`src/rtl/flash_guard_pkg.sv`:
```
package flash_guard_pkg;

    typedef enum logic [2:0] {
        OP_NONE,
        OP_SET_WE,
        OP_CLR_WE,
        OP_SR_WRITE,
        OP_PROGRAM,
        OP_SECT_ERASE,
        OP_FULL_ERASE
    } guard_op_e;

    typedef struct packed {
        logic       lock;
        logic [1:0] prot;
        logic       wel;
        logic       busy;
        logic       grant;
        logic       reject;
    } guard_state_t;

    localparam int LOCK_BIT    = 7;
    localparam int PROT_HI_BIT = 3;
    localparam int PROT_LO_BIT = 2;

endpackage

```
`src/rtl/fg_op_pick.sv`:
```
module fg_op_pick
    import flash_guard_pkg::*;
(
    input  logic      set_we_i,
    input  logic      clr_we_i,
    input  logic      sr_write_i,
    input  logic      program_i,
    input  logic      sect_erase_i,
    input  logic      full_erase_i,
    output guard_op_e op_o
);
    always_comb begin
        if (sr_write_i)        op_o = OP_SR_WRITE;
        else if (program_i)    op_o = OP_PROGRAM;
        else if (sect_erase_i) op_o = OP_SECT_ERASE;
        else if (full_erase_i) op_o = OP_FULL_ERASE;
        else if (set_we_i)     op_o = OP_SET_WE;
        else if (clr_we_i)     op_o = OP_CLR_WE;
        else                   op_o = OP_NONE;
    end
endmodule

```
`src/rtl/fg_region.sv`:
```
module fg_region #(
    parameter int ADDR_W      = 17,
    parameter int SECTOR_BITS = 2
) (
    input  logic [1:0]        prot_i,
    input  logic [ADDR_W-1:0] addr_i,
    output logic              hit_o
);
    localparam int SHIFT = ADDR_W - SECTOR_BITS;
    localparam logic [ADDR_W-1:0] TOP_LO  = {{SECTOR_BITS{1'b1}}, {SHIFT{1'b0}}};
    localparam logic [ADDR_W-1:0] HALF_LO = {1'b1, {(ADDR_W-1){1'b0}}};

    logic [ADDR_W-1:0] low_bound;

    always_comb begin
        case (prot_i)
            2'b01:   low_bound = TOP_LO;
            2'b10:   low_bound = HALF_LO;
            default: low_bound = '0;
        endcase
        hit_o = (prot_i != 2'b00) && (addr_i >= low_bound);
    end
endmodule

```
`src/rtl/flash_guard.sv`:
```
module flash_guard
    import flash_guard_pkg::*;
#(
    parameter int         ADDR_W      = 17,
    parameter int         SECTOR_BITS = 2,
    parameter logic       RESET_LOCK  = 1'b0,
    parameter logic [1:0] RESET_BP    = 2'b00
) (
    input  logic              clk,
    input  logic              rst_n,
    input  logic              set_we_i,
    input  logic              clr_we_i,
    input  logic              sr_write_i,
    input  logic [7:0]        sr_data_i,
    input  logic              program_i,
    input  logic              sect_erase_i,
    input  logic              full_erase_i,
    input  logic [ADDR_W-1:0] addr_i,
    input  logic              wp_n_i,
    input  logic              cycle_done_i,
    output logic [7:0]        status_o,
    output logic              grant_o,
    output logic              reject_o,
    output logic              wel_o
);
    localparam guard_state_t RESET_STATE = '{
        lock: RESET_LOCK, prot: RESET_BP, wel: 1'b0, busy: 1'b0,
        grant: 1'b0, reject: 1'b0
    };

    guard_state_t state_q, state_d;
    guard_op_e    op;
    logic         region_hit;
    logic         hw_frozen;
    logic         unused_data_bits;

    assign unused_data_bits = ^{sr_data_i[6:4], sr_data_i[1:0]};

    fg_op_pick u_pick (
        .set_we_i     (set_we_i),
        .clr_we_i     (clr_we_i),
        .sr_write_i   (sr_write_i),
        .program_i    (program_i),
        .sect_erase_i (sect_erase_i),
        .full_erase_i (full_erase_i),
        .op_o         (op)
    );

    fg_region #(.ADDR_W(ADDR_W), .SECTOR_BITS(SECTOR_BITS)) u_region (
        .prot_i (state_q.prot),
        .addr_i (addr_i),
        .hit_o  (region_hit)
    );

    assign hw_frozen = state_q.lock & ~wp_n_i;

    always_comb begin
        state_d        = state_q;
        state_d.grant  = 1'b0;
        state_d.reject = 1'b0;
        if (state_q.busy) begin
            if (op != OP_NONE) state_d.reject = 1'b1;
            if (cycle_done_i) begin
                state_d.busy = 1'b0;
                state_d.wel  = 1'b0;
            end
        end else begin
            case (op)
                OP_SET_WE: begin
                    state_d.wel   = 1'b1;
                    state_d.grant = 1'b1;
                end
                OP_CLR_WE: begin
                    state_d.wel   = 1'b0;
                    state_d.grant = 1'b1;
                end
                OP_SR_WRITE: begin
                    if (state_q.wel && !hw_frozen) begin
                        state_d.lock  = sr_data_i[LOCK_BIT];
                        state_d.prot  = sr_data_i[PROT_HI_BIT:PROT_LO_BIT];
                        state_d.busy  = 1'b1;
                        state_d.grant = 1'b1;
                    end else begin
                        state_d.reject = 1'b1;
                    end
                end
                OP_PROGRAM, OP_SECT_ERASE: begin
                    if (state_q.wel && !region_hit) begin
                        state_d.busy  = 1'b1;
                        state_d.grant = 1'b1;
                    end else begin
                        state_d.reject = 1'b1;
                    end
                end
                OP_FULL_ERASE: begin
                    if (state_q.wel && state_q.prot == 2'b00) begin
                        state_d.busy  = 1'b1;
                        state_d.grant = 1'b1;
                    end else begin
                        state_d.reject = 1'b1;
                    end
                end
                default: ;
            endcase
        end
    end

    always_ff @(posedge clk or negedge rst_n) begin
        if (!rst_n) state_q <= RESET_STATE;
        else        state_q <= state_d;
    end

    assign status_o = {state_q.lock, 3'b000, state_q.prot, state_q.wel, state_q.busy};
    assign grant_o  = state_q.grant;
    assign reject_o = state_q.reject;
    assign wel_o    = state_q.wel;

endmodule

```
`config.mk`:
```
export PLATFORM = sky130hd
export DESIGN_NAME = flash_guard
export DESIGN_NICKNAME = d
export VERILOG_FILES = /design/src/rtl/flash_guard_pkg.sv /design/src/rtl/fg_op_pick.sv /design/src/rtl/fg_region.sv /design/src/rtl/flash_guard.sv
export SDC_FILE = /design/constraint.sdc
export NUM_CORES = 1
export LEC_CHECK = 0
export CORE_UTILIZATION = 34
export CTS_CLUSTER_DIAMETER = 50
export DETAILED_ROUTE_END_ITERATION = 8
export HOLD_SLACK_MARGIN = 0.05
export PLACE_DENSITY_LB_ADDON = 0.2
export SLEW_MARGIN = 20
export SYNTH_ARGS = -nofsm -noshare
export SYNTH_HDL_FRONTEND = slang
export SYNTH_SLANG_ARGS = --single-unit
```
`constraint.sdc`:
```
create_clock -name clk -period 3.85 [get_ports clk]
set_clock_uncertainty 0.2 [all_clocks]
set_input_delay 0.5775 -clock clk [delete_from_list [all_inputs] [get_ports clk]]
set_output_delay 0.5775 -clock clk [all_outputs]
set_load 0.05 [all_outputs]
```
==> reports/summary.txt <==
outcome: finished, final reports clean
hold_buf cts: 0
main area contributors after synthesis: dfrtp_1 (31%), ha_1 (8.9%), mux2_4 (8.0%)
synthesized flop and latch total: 7
reg2reg setup slack: 1.91 ns
number of synthesized flops with an enable pin: 0
FMAX: 425 MHz
Seq/Total Area, Yosys: 31.3%
CP cell instances: clkdlybuf4s50_1
fraction of registers with async set/reset: 100%
total grt overflow: 0
DR DRC count: 0
Placed Area: 928 µm²
Clock transition at path regs: 0.06 ns
Mean Syn Cell Area: 9.04 µm²
final WL: 1300 µm
row cnt: 14
vias in the first global route: 591
final setup violation count: 0
Finished Cell Area: 955 µm²
CP bufs+invs: 1
critical path's slowest cell: clkdlybuf4s50_1
Reg area: 175 µm²
WP data required: 3.07 ns
warning count from the yosys run: 0
Final Util: 62.6%
Final Max Slew Viols: 0
setup repair after global routing missed its margin: no
die area: 1820 µm²
Synth Instances: 62
Critical Path AT: 1.57 ns
met3 usage: 2.59%
Ant. Diodes: 0
met1 GRT Util: 17.8%
global route hottest layer: met2
pin count of the biggest net entering global routing: 10
iteration count of the initial detailed-routing pass: 6
Setup TNS Final: 0 ns
CP endpoint kind: output port
root buf cell: clkbuf_4
DP HPWL: 1110 µm
minimum hold slack: 0.347 ns
Layout Cells excl Fill: 117
initial antenna violation count: 0
critical path's top delay family: buffers and inverters
Cell variety after synth: 28
area of the multi-input gates: 344 µm²
placed cell count: 113
period utilization: 61.1%
clock sink count: 7
global-route wire length before repair: 2230 µm
post-CTS sizing: 0
TritonCTS buffer count: 3
power per cell area: 560 nW/µm²
area grow syn2layout: 70.3%
Filler Cells Inserted: 134
Final Hold Vio Count: 0
Routability Congestion: 0.759
number of setup buffers added after CTS: 0
clk buf depth: 2
top cell type's share of synthesized area: 31.3%
drt wl/cell: 11.1 µm
post-layout min period: 2.35 ns
CTS tree: yes
max cap viols: 0
Worst VDD drop: 0.308 mV
Post-Syn Area: 561 µm²
Critical Path Fanout Max: 9
starting DRC count in detailed routing: 4
post-route ant nets: 0
share of cells above drive strength 1: 11.9%
Tightest Hold Check Type: register to register
floorplan core area: 1520 µm²
Setup CP Type: register to output port
final net count: 141
IO Pins: 46
startpoint types: register
starting density of the core: 36.8%
Post-synth top flop: dfrtp_1
Via Count: 603
GRT Total Usage: 16.1%
vias per inst: 5.15
largest area contributor in the netlist: dfrtp_1
Clock Latency Late Sink: 0.25 ns
Die W: 42.6 µm
H-tree levels: 1
DIE HEIGHT: 42.6 µm
Port Buffers: 37
GR Layer Usage met2: 30.5%
Crit path largest cell delay: 0.85 ns
Leakage: 0.400 nW
-- flip-flops by register name (all words and copies together) (netlist names) --
name	count
grant_o	1
reject_o	1
status_o	4
wel_o	1
-- through the flow --
| step | power, mW | setup WS, ns |
|---|---|---|
| after floorplan | 0.358 | 1.68 |
| after global placement | 0.464 | 1.50 |
| after detailed placement | 0.471 | 1.49 |
| after CTS | 0.541 | 1.48 |
| after global routing | 0.575 | 1.41 |
| final | 0.535 | 1.50 |
-- per-layer routing --
layer  part of all wire [%]  wire length (µm)  vias to the layer above
li1                       -                 -                      294
met1                     38               487                      273
met2                     56               721                       34
met3                    6.6                85                        2
met4                   0.23                 3                        0
met5                      0                 0                        -
-- cells in the mapped netlist, types with 2 or more instances --
cell type,count
or2_2,2
nor2_1,3
nand2_1,7
inv_1,5
or4_1,2
buf_4,4
nor4_2,2
o21ai_1,2
o21ai_0,2
dfrtp_1,7
mux2_4,3
ha_1,4
nor4_1,2
nand2b_1,2
o211ai_1,2
-- worst paths after layout --
check                            start     endpoint  depth (start not counted)
min                        status_o[3]  status_o[3]                          1
max in group asynchronous        rst_n  status_o[7]                          1
max reg2reg                status_o[2]     reject_o                          7
max                        status_o[0]  status_o[0]                          1
min in group asynchronous        rst_n      grant_o                          1
min reg2reg                status_o[3]  status_o[3]                          1
-- report_power, final --
part / total (mW) / internal [mW] / switching [mW]
clock: 0.0672 / 0.0396 / 0.0276
sequential: 0.132 / 0.101 / 0.0307
combinational: 0.336 / 0.144 / 0.192
total: 0.535 / 0.284 / 0.251
-- placed cells by master (no fill, tap or decap), drive strengths merged --
cell / n
or4: 2
mux2: 3
o211ai: 2
nor2: 3
nand2: 7
o22ai: 1
a211oi: 1
inv: 5
o21ai: 4
nand4: 1
clkdlybuf4s50: 37
or2: 2
clkbuf: 4
nand2b: 2
a31oi: 1
and2b: 2
nor3: 1
nand4b: 1
nor4: 4
a21oi: 1
or3: 1
o221ai: 1
ha: 4
conb: 3
and2: 1
dfrtp: 7
-- cells by family after synthesis --
logic type	Yosys count	synth area share, %
multiplexers	3	8.04
adder cells (fa/ha/maj)	4	8.93
AND/OR/NAND/NOR	27	30.1
flip-flops	7	31.3
buffers and inverters	9	8.71
other	1	0.669
AO/OA/AOI/OAI	11	12.3
-- layout make-up --
class	instances	area share [%]
Timing Repair Buffer	37	38.8
Multi-Input combinational cell	48	36.0
Sequential cell	7	18.3
Clock buffer	4	2.75
Tap cell	16	2.10
Inverter	5	1.97
Power figures use the tool's default switching activity.
